[config.mk]
export PLATFORM = sky130hd
export DESIGN_NAME = simd_fault_gate
export DESIGN_NICKNAME = d
export VERILOG_FILES = /design/src/rtl/sfg_pkg.sv /design/src/rtl/sfg_switch_flag.sv /design/src/rtl/sfg_operand_check.sv /design/src/rtl/sfg_fault_select.sv /design/src/rtl/simd_fault_gate.sv
export SDC_FILE = /design/constraint.sdc
export NUM_CORES = 1
export LEC_CHECK = 0
export ABC_CLOCK_PERIOD_IN_PS = 10900
export CORE_MARGIN = 1
export CORE_UTILIZATION = 50
export DETAILED_ROUTE_END_ITERATION = 16
export DONT_BUFFER_PORTS = 1
export GPL_TIMING_DRIVEN = 0
export PLACE_DENSITY = 0.62
export SETUP_SLACK_MARGIN = 0.05
export SKIP_CTS_REPAIR_TIMING = 1
export SYNTH_ARGS = -nofsm -noshare
export SYNTH_HDL_FRONTEND = slang
export SYNTH_SLANG_ARGS = --single-unit
[constraint.sdc]
create_clock -name clk -period 10.9 [get_ports clk]
set_input_delay 2.18 -clock clk [delete_from_list [all_inputs] [get_ports clk]]
set_output_delay 2.18 -clock clk [all_outputs]
set_load 0.01 [all_outputs]
[src/rtl/sfg_pkg.sv]
package sfg_pkg;

    typedef enum logic [1:0] {
        MODE_REAL = 2'd0,
        MODE_PROT = 2'd1,
        MODE_V86  = 2'd2,
        MODE_RSVD = 2'd3
    } cpu_mode_e;

    typedef enum logic [1:0] {
        CLS_OTHER  = 2'd0,
        CLS_FLOAT  = 2'd1,
        CLS_PACKED = 2'd2,
        CLS_MEDIA  = 2'd3
    } insn_class_e;

    localparam int unsigned VEC_W = 8;

    localparam logic [VEC_W-1:0] VEC_INVALID_OP = 8'd6;
    localparam logic [VEC_W-1:0] VEC_NO_DEVICE  = 8'd7;
    localparam logic [VEC_W-1:0] VEC_STACK      = 8'd12;
    localparam logic [VEC_W-1:0] VEC_PROTECT    = 8'd13;
    localparam logic [VEC_W-1:0] VEC_PAGE       = 8'd14;
    localparam logic [VEC_W-1:0] VEC_FPU_ERR    = 8'd16;
    localparam logic [VEC_W-1:0] VEC_ALIGN      = 8'd17;

    // Memory-side check results for one instruction
    typedef struct packed {
        logic stack_hit;
        logic prot_hit;
        logic page_hit;
        logic align_hit;
    } mem_flags_t;

    // Registered fault report
    typedef struct packed {
        logic             valid;
        logic [VEC_W-1:0] vec;
    } fault_rep_t;

endpackage

[src/rtl/sfg_switch_flag.sv]
module sfg_switch_flag (
    input  logic clk,
    input  logic rst_n,
    input  logic task_switch,
    input  logic clear_ts,
    output logic ts_o
);

    typedef struct packed {
        logic ts;
    } flag_state_t;

    flag_state_t st_d, st_q;

    // A switch event outranks a clear in the same cycle
    always_comb begin
        st_d = st_q;
        if (clear_ts)    st_d.ts = 1'b0;
        if (task_switch) st_d.ts = 1'b1;
    end

    always_ff @(posedge clk) begin
        if (!rst_n) st_q <= '0;
        else        st_q <= st_d;
    end

    assign ts_o = st_q.ts;

    assert_ts_set_R2: assert property (@(posedge clk) disable iff (!rst_n)
        task_switch |=> ts_o);

    assert_ts_sticky_R2: assert property (@(posedge clk) disable iff (!rst_n)
        (!task_switch && !clear_ts) |=> $stable(ts_o));

    assert_ts_clear_R3: assert property (@(posedge clk) disable iff (!rst_n)
        (clear_ts && !task_switch) |=> !ts_o);

endmodule

[src/rtl/sfg_operand_check.sv]
module sfg_operand_check
    import sfg_pkg::*;
#(
    parameter int unsigned     ADDR_W   = 32,
    parameter logic [ADDR_W-1:0] REAL_TOP = 'h0FFFF
) (
    input  cpu_mode_e         mode,
    input  logic              mem_access,
    input  logic [ADDR_W-1:0] op_addr,
    input  logic [1:0]        op_size_log2,
    input  logic [ADDR_W-1:0] seg_limit,
    input  logic              seg_legal,
    input  logic              stack_seg,
    input  logic              xlate_fault,
    input  logic              cr_am,
    input  logic [1:0]        cpl,
    output mem_flags_t        flags
);

    localparam int unsigned EXT_W     = ADDR_W + 1;
    localparam int unsigned ALIGN_BITS = 3;

    logic              real_mode;
    logic [EXT_W-1:0]  span_m1;
    logic [EXT_W-1:0]  last_byte;
    logic [EXT_W-1:0]  bound;
    logic              over_bound;
    logic [ALIGN_BITS-1:0] low_mask;
    logic              misaligned;
    logic              user_level;

    assign real_mode  = (mode == MODE_REAL);
    assign user_level = (cpl == 2'd3);

    always_comb begin
        span_m1 = '0;
        unique case (op_size_log2)
            2'd0: span_m1[2:0] = 3'd0;
            2'd1: span_m1[2:0] = 3'd1;
            2'd2: span_m1[2:0] = 3'd3;
            default: span_m1[2:0] = 3'd7;
        endcase
    end

    assign last_byte  = {1'b0, op_addr} + span_m1;
    assign bound      = real_mode ? {1'b0, REAL_TOP} : {1'b0, seg_limit};
    assign over_bound = (last_byte > bound);

    // Address bit b must be zero when the operand spans more than 2^b bytes
    for (genvar b = 0; b < ALIGN_BITS; b++) begin : g_align_mask
        assign low_mask[b] = (int'(op_size_log2) > b);
    end

    assign misaligned = |(op_addr[ALIGN_BITS-1:0] & low_mask);

    always_comb begin
        flags = '0;
        if (mem_access) begin
            if (real_mode) begin
                flags.prot_hit = over_bound;
            end else begin
                flags.stack_hit = stack_seg && over_bound;
                flags.prot_hit  = (!stack_seg && over_bound) || !seg_legal;
                flags.page_hit  = xlate_fault;
                flags.align_hit = cr_am && user_level && misaligned;
            end
        end
    end

endmodule

[src/rtl/sfg_fault_select.sv]
module sfg_fault_select
    import sfg_pkg::*;
(
    input  logic             clk,
    input  logic             rst_n,
    input  logic             issue_valid,
    input  insn_class_e      iclass,
    input  logic             cr_em,
    input  logic             ts,
    input  logic             fp_err,
    input  mem_flags_t       flags,
    output logic             fault_valid,
    output logic [VEC_W-1:0] fault_vec
);

    fault_rep_t rep_d, rep_q;

    logic media_cls;
    logic fpu_cls;

    assign media_cls = (iclass == CLS_PACKED) || (iclass == CLS_MEDIA);
    assign fpu_cls   = media_cls || (iclass == CLS_FLOAT);

    always_comb begin
        rep_d       = rep_q;
        rep_d.valid = 1'b0;
        if (issue_valid) begin
            rep_d.valid = 1'b1;
            if (media_cls && cr_em)      rep_d.vec = VEC_INVALID_OP;
            else if (fpu_cls && ts)      rep_d.vec = VEC_NO_DEVICE;
            else if (fpu_cls && fp_err)  rep_d.vec = VEC_FPU_ERR;
            else if (flags.stack_hit)    rep_d.vec = VEC_STACK;
            else if (flags.prot_hit)     rep_d.vec = VEC_PROTECT;
            else if (flags.page_hit)     rep_d.vec = VEC_PAGE;
            else if (flags.align_hit)    rep_d.vec = VEC_ALIGN;
            else                         rep_d.valid = 1'b0;
        end
    end

    always_ff @(posedge clk) begin
        if (!rst_n) rep_q <= '0;
        else        rep_q <= rep_d;
    end

    assign fault_valid = rep_q.valid;
    assign fault_vec   = rep_q.vec;

    assert_em_first_R4: assert property (@(posedge clk) disable iff (!rst_n)
        (issue_valid && media_cls && cr_em)
        |=> (fault_valid && fault_vec == VEC_INVALID_OP));

    assert_ts_trap_R5: assert property (@(posedge clk) disable iff (!rst_n)
        (issue_valid && fpu_cls && ts && !(media_cls && cr_em))
        |=> (fault_valid && fault_vec == VEC_NO_DEVICE));

    assert_fp_err_R6: assert property (@(posedge clk) disable iff (!rst_n)
        (issue_valid && fpu_cls && fp_err && !ts && !(media_cls && cr_em))
        |=> (fault_valid && fault_vec == VEC_FPU_ERR));

    assert_other_quiet_R11: assert property (@(posedge clk) disable iff (!rst_n)
        (issue_valid && iclass == CLS_OTHER && flags == '0) |=> !fault_valid);

    assert_strobe_only_after_issue_R12: assert property (@(posedge clk) disable iff (!rst_n)
        !issue_valid |=> !fault_valid);

    assert_vec_hold_R12: assert property (@(posedge clk) disable iff (!rst_n)
        !fault_valid |-> $stable(fault_vec));

    assert_page_over_align_R13: assert property (@(posedge clk) disable iff (!rst_n)
        (issue_valid && iclass == CLS_OTHER && flags.page_hit && !flags.stack_hit
         && !flags.prot_hit) |=> (fault_valid && fault_vec == VEC_PAGE));

endmodule

[src/rtl/simd_fault_gate.sv]
module simd_fault_gate
    import sfg_pkg::*;
#(
    parameter int unsigned ADDR_W = 32
) (
    input  logic              clk,
    input  logic              rst_n,
    input  logic              cr_em,
    input  logic              cr_am,
    input  logic              task_switch,
    input  logic              clear_ts,
    input  logic [1:0]        cpl,
    input  logic [1:0]        cpu_mode,
    input  logic              issue_valid,
    input  logic [1:0]        issue_class,
    input  logic              mem_access,
    input  logic [ADDR_W-1:0] op_addr,
    input  logic [1:0]        op_size_log2,
    input  logic [ADDR_W-1:0] seg_limit,
    input  logic              seg_legal,
    input  logic              stack_seg,
    input  logic              xlate_fault,
    input  logic              fp_err_pending,
    output logic              ts_flag,
    output logic              fault_valid,
    output logic [7:0]        fault_vec
);

    localparam logic [ADDR_W-1:0] REAL_TOP = ADDR_W'('h0FFFF);

    mem_flags_t  mem_flags;
    logic        ts_now;
    cpu_mode_e   mode_e;
    insn_class_e class_e;

    assign mode_e  = cpu_mode_e'(cpu_mode);
    assign class_e = insn_class_e'(issue_class);

    sfg_switch_flag u_flag (
        .clk         (clk),
        .rst_n       (rst_n),
        .task_switch (task_switch),
        .clear_ts    (clear_ts),
        .ts_o        (ts_now)
    );

    sfg_operand_check #(
        .ADDR_W   (ADDR_W),
        .REAL_TOP (REAL_TOP)
    ) u_operand (
        .mode         (mode_e),
        .mem_access   (mem_access),
        .op_addr      (op_addr),
        .op_size_log2 (op_size_log2),
        .seg_limit    (seg_limit),
        .seg_legal    (seg_legal),
        .stack_seg    (stack_seg),
        .xlate_fault  (xlate_fault),
        .cr_am        (cr_am),
        .cpl          (cpl),
        .flags        (mem_flags)
    );

    sfg_fault_select u_select (
        .clk         (clk),
        .rst_n       (rst_n),
        .issue_valid (issue_valid),
        .iclass      (class_e),
        .cr_em       (cr_em),
        .ts          (ts_now),
        .fp_err      (fp_err_pending),
        .flags       (mem_flags),
        .fault_valid (fault_valid),
        .fault_vec   (fault_vec)
    );

    assign ts_flag = ts_now;

    assert_real_no_page_R9: assert property (@(posedge clk) disable iff (!rst_n)
        (issue_valid && mode_e == MODE_REAL && class_e == CLS_OTHER && mem_access
         && op_addr <= ADDR_W'('h0FFF0)) |=> !fault_valid);

    assert_no_align_kernel_R10: assert property (@(posedge clk) disable iff (!rst_n)
        (issue_valid && cpl != 2'd3) |=> !(fault_valid && fault_vec == VEC_ALIGN));

endmodule

==> results of run 1 <==
power groups by stage:
stage / combinational, mW / clock [mW] / sequential [mW]
2_1_floorplan: 0.0494 / 0 / 0.0299
3_3_place_gp: 0.0595 / 0 / 0.0302
3_5_place_dp: 0.0605 / 0 / 0.0302
4_1_cts: 0.0610 / 0.0377 / 0.0298
5_1_grt: 0.0716 / 0.0397 / 0.0300
6_report: 0.0604 / 0.0365 / 0.0298
cell families after synthesis:
family | after synthesis | synth area share
compound gates | 54 | 0.1801
xor+xnor | 30 | 0.1395
fa+ha+maj | 36 | 0.2432
buf+inv | 14 | 0.03389
flops | 7 | 0.07442
other cells | 1 | 0.001991
simple gates | 127 | 0.3269
registers in the layout, summed over array words and instances (netlist names):
register              flops
u_flag.ts_o               1
u_select.fault_valid      1
u_select.fault_vec        5
per-layer routing:
layer / part of all wire / global-route usage / vias up
met4: 0 / 0.01989 / 0
met1: 0.47 / 0.2932 / 807
met3: 0.11 / 0.06884 / 0
li1: - / - / 980
met5: 0 / 0 / -
met2: 0.43 / 0.3949 / 72
through the flow:
stage	instance area, um2	worst slack [ps]	hold WS (ps)	utilization	total power, mW
6_report	1993	4373	524.2	0.5747	0.1267
5_1_grt	1993	3773	562.7	0.5747	0.1413
4_1_cts	1993	4306	529.2	0.5747	0.1285
3_5_place_dp	1948	4063	522.9	0.5617	0.09073
3_3_place_gp	1948	4077	519.8	0.5617	0.08972
2_1_floorplan	1891	4662	498.3	-	0.07921
cell type report:
type | instances | area [um2]
Inverter | 7 | 26.28
Tap cell | 46 | 57.56
Sequential cell | 7 | 140.1
Buffer | 7 | 37.54
Fill cell | 379 | 1475
Clock buffer | 4 | 45.04
Multi-Input combinational cell | 250 | 1687
path summary, 6_finish.rpt:
| kind | start | end | depth (start not counted) |
|---|---|---|---|
| worst max register to register | u_flag.ts_o | u_select.fault_vec[0] | 7 |
| worst min-delay path | u_select.fault_vec[3] | u_select.fault_vec[3] | 2 |
| worst max-delay path | op_size_log2[1] | u_select.fault_vec[0] | 20 |
| worst min register to register | u_select.fault_vec[3] | u_select.fault_vec[3] | 2 |
critical path, stage by stage:
cell and delay, ps:
sky130_fd_sc_hd__or2_2 80, sky130_fd_sc_hd__ha_1 190, sky130_fd_sc_hd__fa_1 230, sky130_fd_sc_hd__a21oi_1 90
sky130_fd_sc_hd__nor2_1 310, sky130_fd_sc_hd__nand3_1 190, sky130_fd_sc_hd__or2_2 340, sky130_fd_sc_hd__nor2_1 210
sky130_fd_sc_hd__nand3_1 150, sky130_fd_sc_hd__nor2_1 150, sky130_fd_sc_hd__xor2_1 90, sky130_fd_sc_hd__ha_1 320
sky130_fd_sc_hd__nand4_1 150, sky130_fd_sc_hd__nor4_2 390, sky130_fd_sc_hd__nand2_1 120, sky130_fd_sc_hd__or4_1 550
sky130_fd_sc_hd__o31a_2 170, sky130_fd_sc_hd__nor3_1 380, sky130_fd_sc_hd__nor2_1 110, sky130_fd_sc_hd__a41o_1 250
synthesized netlist by cell type, drive strengths merged:
| library cell | number |
|---|---|
| a2111oi | 1 |
| a211oi | 3 |
| a21o | 5 |
| a21oi | 20 |
| a221o | 1 |
| a41o | 1 |
| and2 | 2 |
| and3 | 4 |
| and4 | 4 |
| buf | 3 |
| clkbuf | 4 |
| conb | 1 |
| dfxtp | 7 |
| fa | 1 |
| ha | 35 |
| inv | 7 |
| nand2 | 45 |
| nand2b | 2 |
| nand3 | 11 |
| nand4 | 13 |
| nor2 | 33 |
| nor2b | 2 |
| nor3 | 3 |
| nor4 | 2 |
| o2111ai | 1 |
| o211a | 1 |
| o21a | 2 |
| o21ai | 13 |
| o311a | 1 |
| o31a | 2 |
| o31ai | 3 |
| or2 | 3 |
| or3 | 1 |
| or4 | 2 |
| xnor2 | 21 |
| xor2 | 9 |
==> out/qor_table.md, run 1 <==
| Result | This run | Unit |
|:---|:---|:---|
| Critical path arrival | 6640 | ps |
| Crit path launch type | input port | - |
| Count of placed standard cells including taps | 317 | - |
| Die boundary height | 63.37 | um |
| Worst-skew pair later-pin latency | 230 | ps |
| Ratio of final minimum period to clock period | 0.5988 | - |
| Crit Path Category | in2reg | - |
| Mean instance size in the synthesized netlist | 7.000 | um2 |
| Clock power frac | 0.288 | - |
| Remaining Overflow, GRT | 0 | - |
| DRC marker count from the first detailed-route iteration | 64 | - |
| TritonCTS clock tree | yes | - |
| Shortest clock period the worst path allows after layout | 6527 | ps |
| Cell internal power dissipation | 0.08096 | mW |
| Static Leak | 0.8835 | nW |
| Tightest slew margin relative to the limit | 0.6202 | - |
| Critical path peak fanout | 6 | - |
| Global-route wire length before repair | 7652 | um |
| Final setup fails | 0 | - |
| Worst IR Drop VDD | 0.00009652 | V |
| Via count of the first global-routing pass | 1857 | - |
| Via total after detailed routing | 1859 | - |
| Clock root buffer master | sky130_fd_sc_hd__clkbuf_8 | - |
| Number of antenna violations at the first check in global routing | 0 | - |
| Routed WL per cell | 13.56 | um |
| Worst-case register-to-register setup slack | 9240 | ps |
| Final count of hold timing violations | 0 | - |
| Synthesized flop and latch total | 7 | - |
| I/O pin count | 94 | - |
| Ys Warns | 0 | - |
| Total die area | 4016 | um2 |
| Most common cell after layout, fill and taps aside | sky130_fd_sc_hd__nand2_1 | - |
| Net Sw Power | 0.04571 | mW |
| Type of element capturing the critical path | flip-flop | - |
| Largest net degree at the start of global routing | 11 | - |
| Total negative setup slack | 0 | ps |
| Combinational group share of total power | 0.477 | - |
| Commonest non-fill, non-tap cells in the layout | sky130_fd_sc_hd__nand2_1 (45), sky130_fd_sc_hd__ha_1 (35), sky130_fd_sc_hd__nor2_1 (33) | - |
| Number of library cell types mapped by synthesis | 38 | - |
| Sw Ratio | 0.3608 | - |
| Count of mapped cells out of synthesis | 269 | - |
| Sequential area share after synthesis | 0.07442 | - |
| Site row count | 21 | - |
| Setup repair after global routing missed its margin | false | - |
| Upper clock frequency limit | 153.2 | MHz |
| DRC errors left | 0 | - |
| Diodes inserted | 0 | - |
| Portion of synthesized cell area occupied by the leading cell type | 0.2326 | - |
| Outcome | finished clean | - |
| HPWL Detailed | 3858 | um |
| Initial core utilization | 0.5429 | - |
| Number of clock sinks | 7 | - |
| Routability congestion estimate from global placement | 0.7727 | - |
| Number of nets still failing antenna checks after routing | 0 | - |
| Width of the chip | 63.37 | um |
| Maximum clock insertion buffer count | 2 | - |
| Synth Cell Area | 1883 | um2 |
| Drt total wl | 4352 | um |
| Clock transition at the register clock pins on the worst setup and hold paths after CTS | 40 | ps |
| Final clock skew | 4.219 | ps |
| Max cap viols | 0 | - |
| Cell type contributing the most total cell area after synthesis | sky130_fd_sc_hd__ha_1 | - |
| Worst hold path type | reg2reg | - |
| Deepest level of the CTS H-tree | 1 | - |
| Transition at the pin with the smallest max-transition slack | 564.8 | ps |
| Total routing usage reported by global routing | 0.2310 | - |
| Power density over cell area | 63.55 | nW/um2 |
| Number of max-slew violations in the final report | 0 | - |
| Post-DR vias/cell | 5.791 | - |
| # port buffers | 0 | - |
| Sequential group share of total power | 0.235 | - |
| Placeable core region | 3468 | um2 |
| Cell types with the largest area share after synthesis | sky130_fd_sc_hd__ha_1 (23%), sky130_fd_sc_hd__xnor2_1 (9.8%), sky130_fd_sc_hd__nand2_1 (9.0%), sky130_fd_sc_hd__dfxtp_1 (7.4%), sky130_fd_sc_hd__nor2_1 (6.6%) | - |
| Area growth from synthesis to final layout | 5.847 | % |
| Number of nets in the finished design | 396 | - |
| Pre-antenna DRT Iters | 4 | - |
| Number of buffers inserted during clock tree synthesis | 3 | - |
| Data required time of the worst path | 11010 | ps |
| Fraction of final layout cells with drive strength greater than 1 | 0.04364 | - |
| Non-filler cells in the finished layout | 321 | - |
Note: power is estimated with default switching activity, not from simulation.
==> run 2, diff against run 1 <==
--- a/config.mk
+++ b/config.mk
@@ -5,13 +5,13 @@
 export SDC_FILE = /design/constraint.sdc
 export NUM_CORES = 1
 export LEC_CHECK = 0
-export ABC_CLOCK_PERIOD_IN_PS = 10900
+export ABC_CLOCK_PERIOD_IN_PS = 6000
 export CORE_MARGIN = 1
 export CORE_UTILIZATION = 50
 export DETAILED_ROUTE_END_ITERATION = 16
 export DONT_BUFFER_PORTS = 1
 export GPL_TIMING_DRIVEN = 0
-export PLACE_DENSITY = 0.62
+export PLACE_DENSITY = 0.65
 export SETUP_SLACK_MARGIN = 0.05
 export SKIP_CTS_REPAIR_TIMING = 1
 export SYNTH_ARGS = -nofsm -noshare
==> constraint.sdc (replaced) <==
create_clock -name clk -period 6 [get_ports clk]
set_input_delay 1.2 -clock clk [delete_from_list [all_inputs] [get_ports clk]]
set_output_delay 1.2 -clock clk [all_outputs]
set_load 0.01 [all_outputs]
==> run 2 against run 1 <==
- critical path depth unchanged
- sequential share of layout area hardly changed
- largest cell class unchanged
- register-to-register slack worse by 4900 ps
- clock-buffer cell count stayed put
- sequential power increased by 81%
- clock skew shrank 0.65 ps
- critical path type unchanged
- power is 83% higher
- first-iteration DRC count down 4.7%
- routed wire length rose by 1.9%
- die area unchanged
==> out/qor_table.md, run 2 (synthesized netlist as in run 1, its figures left out) <==
| Result | This run | Unit | Change |
|:---|:---|:---|:---|
| Largest net degree at the start of global routing | 11 | - | unchanged |
| Area growth from synthesis to final layout | 6.113 | % | was 5.847% |
| Transition at the pin with the smallest max-transition slack | 586.7 | ps | was 564.8 ps |
| Critical Path Most Common Cell | sky130_fd_sc_hd__nor2_1 | - | unchanged |
| Routed WL per cell | 13.82 | um | was 13.56 um |
| I/O pin count | 94 | - | unchanged |
| DRC errors left | 0 | - | unchanged |
| Maximum clock insertion buffer count | 2 | - | unchanged |
| Setup slack of the critical path after layout | 458.5 | ps | was 4373 ps |
| Total negative setup slack | 0 | ps | unchanged |
| Buffering stage count on the worst path with inverters included | 0 | - | unchanged |
| Final Power | 0.2314 | mW | was 0.1267 mW |
| Number of clock sinks | 7 | - | unchanged |
| Number of max-slew violations in the final report | 0 | - | unchanged |
| Diodes inserted | 0 | - | unchanged |
| Placeable core region | 3468 | um2 | unchanged |
| Worst-skew pair later-pin latency | 230 | ps | about the same |
| Deepest level of the CTS H-tree | 1 | - | unchanged |
| Critical path arrival | 5660 | ps | was 6640 ps |
| # port buffers | 0 | - | unchanged |
| Biggest cell delay along the critical path | 550 | ps | about the same |
| Setup repair after global routing missed its margin | false | - | unchanged |
| Clock transition at the register clock pins on the worst setup and hold paths after CTS | 40 | ps | about the same |
| Non-filler cells in the finished layout | 321 | - | unchanged |
| Critical path peak fanout | 6 | - | unchanged |
| Core occupancy in the finished layout | 0.5761 | - | was 0.5747 |
| Drt total wl | 4435 | um | was 4352 um |
| Final setup fails | 0 | - | unchanged |
| CP delay by family, top | simple AND/OR/NAND/NOR gates | - | unchanged |
| Clock root buffer master | sky130_fd_sc_hd__clkbuf_8 | - | unchanged |
| Worst IR Drop VDD | 0.0001492 | V | was 0.00009652 V |
| Outcome | finished clean | - | unchanged |
| Type of element capturing the critical path | flip-flop | - | unchanged |
| Final count of hold timing violations | 0 | - | unchanged |
| Crit Path Category | in2reg | - | unchanged |
| Power density over cell area | 115.8 | nW/um2 | was 63.55 nW/um2 |
| Crit path launch type | input port | - | unchanged |
| Routability congestion estimate from global placement | 0.8116 | - | was 0.7727 |
| Number of flip-flops under the largest register name | 5 | - | unchanged |
| Final clock skew | 3.567 | ps | was 4.219 ps |
| Width of the chip | 63.37 | um | unchanged |
| Total routing usage reported by global routing | 0.2392 | - | was 0.2310 |
| Setup WS pre-CTS | 128.8 | ps | was 4063 ps |
| Area post-placement | 1948 | um2 | unchanged |
| Fraction of final layout cells with drive strength greater than 1 | 0.04727 | - | was 0.04364 |
| Fin area | 1998 | um2 | was 1993 um2 |
| Worst Hold Slack | 517.6 | ps | was 524.2 ps |
| Via count of the first global-routing pass | 1851 | - | was 1857 |
| Global-route wire length before repair | 7721 | um | was 7652 um |
| Number of nets in the finished design | 396 | - | unchanged |
| Via total after detailed routing | 1855 | - | was 1859 |
| Max cap viols | 0 | - | unchanged |
| Worst hold path type | reg2reg | - | unchanged |
| Data required time of the worst path | 6120 | ps | was 11010 ps |
| DRC marker count from the first detailed-route iteration | 61 | - | was 64 |
| Shortest clock period the worst path allows after layout | 5541 | ps |  |
| CP max stage cell | sky130_fd_sc_hd__or4_1 | - | unchanged |
| Count of placed standard cells including taps | 317 | - | unchanged |
| Site row count | 21 | - | unchanged |
| Static Leak | 0.8858 | nW | was 0.8835 nW |
| HPWL Detailed | 3898 | um | was 3858 um |
| TritonCTS clock tree | yes | - | unchanged |
| Remaining Overflow, GRT | 0 | - | unchanged |
| Most common cell after layout, fill and taps aside | sky130_fd_sc_hd__nand2_1 | - | unchanged |
| Ratio of final minimum period to clock period | 0.9236 | - |  |
| Number of nets still failing antenna checks after routing | 0 | - | unchanged |
| Tightest slew margin relative to the limit | 0.6055 | - | was 0.6202 |
| Total die area | 4016 | um2 | unchanged |
| Pre-antenna DRT Iters | 4 | - | unchanged |
| Number of buffers inserted during clock tree synthesis | 3 | - | unchanged |
| Commonest non-fill, non-tap cells in the layout | sky130_fd_sc_hd__nand2_1 (45), sky130_fd_sc_hd__ha_1 (35), sky130_fd_sc_hd__nor2_1 (33) | - | unchanged |
| Filler instances | 379 | - | unchanged |
| Die boundary height | 63.37 | um | unchanged |
| Initial core utilization | 0.5429 | - | unchanged |
| Critical path, cell by cell | or2_2, ha_1, fa_1, a21oi_1, nor2_1, nand3_1, or2_2, nor2_1, nand3_1, nor2_1, xor2_1, ha_1, nand4_1, nor4_2, nand2_1, or4_1, o31a_2, o31a_1, a21o_1, a41o_1 | - | was or2_2, ha_1, fa_1, a21oi_1, nor2_1, nand3_1, or2_2, nor2_1, nand3_1, nor2_1, xor2_1, ha_1, nand4_1, nor4_2, nand2_1, or4_1, o31a_2, nor3_1, nor2_1, a41o_1 |
| Number of antenna violations at the first check in global routing | 0 | - | unchanged |
| Upper clock frequency limit | 180.5 | MHz |  |
| Post-DR vias/cell | 5.779 | - | was 5.791 |
## run 2: cell type report
class	instances	area (um2)	share of cell area
Multi-Input combinational cell	250	1692	0.8466
Sequential cell	7	140.1	0.07013
Tap cell	46	57.56	0.02880
Clock buffer	4	45.04	0.02254
Buffer	7	37.54	0.01879
Inverter	7	26.28	0.01315
## run 2: worst register-to-register path, cell delays in order (launching register included)
cell and delay (ps):
sky130_fd_sc_hd__dfxtp_1 340, sky130_fd_sc_hd__o21ai_0 140, sky130_fd_sc_hd__nand2_1 120, sky130_fd_sc_hd__o31ai_1 510
sky130_fd_sc_hd__inv_1 120, sky130_fd_sc_hd__a21o_1 200, sky130_fd_sc_hd__o311a_1 110
## run 2: power by group
| part | internal [mW] | switching [mW] |
|---|---|---|
| Clock | 0.0460 | 0.0215 |
| Combinational | 0.0509 | 0.0589 |
| Sequential | 0.0503 | 0.00371 |
| Total | 0.147 | 0.0841 |
## run 2: worst paths after layout
path	depth (start not counted)	slack [ps]	from	end
hold / removal	2	520	u_select.fault_vec[4]	u_select.fault_vec[4]
hold reg to reg	2	520	u_select.fault_vec[4]	u_select.fault_vec[4]
setup / recovery	20	460	op_size_log2[1]	u_select.fault_vec[0]
setup reg to reg	6	4350	u_flag.ts_o	u_select.fault_vec[1]
## run 2: routing by layer
layer,up-vias,routed length (um),global-route usage
met2,76,1968,0.4069
met3,4,429,0.05978
met5,-,0,0
met4,0,52,0.06818
li1,975,-,-
met1,800,1985,0.2941
==> run 3, diff against run 2 <==
--- a/config.mk
+++ b/config.mk
@@ -17,3 +17,4 @@
 export SYNTH_ARGS = -nofsm -noshare
 export SYNTH_HDL_FRONTEND = slang
 export SYNTH_SLANG_ARGS = --single-unit
+export TNS_END_PERCENT = 1
==> results of run 3 <==
Same layout as run 2: the final DEF is identical, and so are final timing and power.
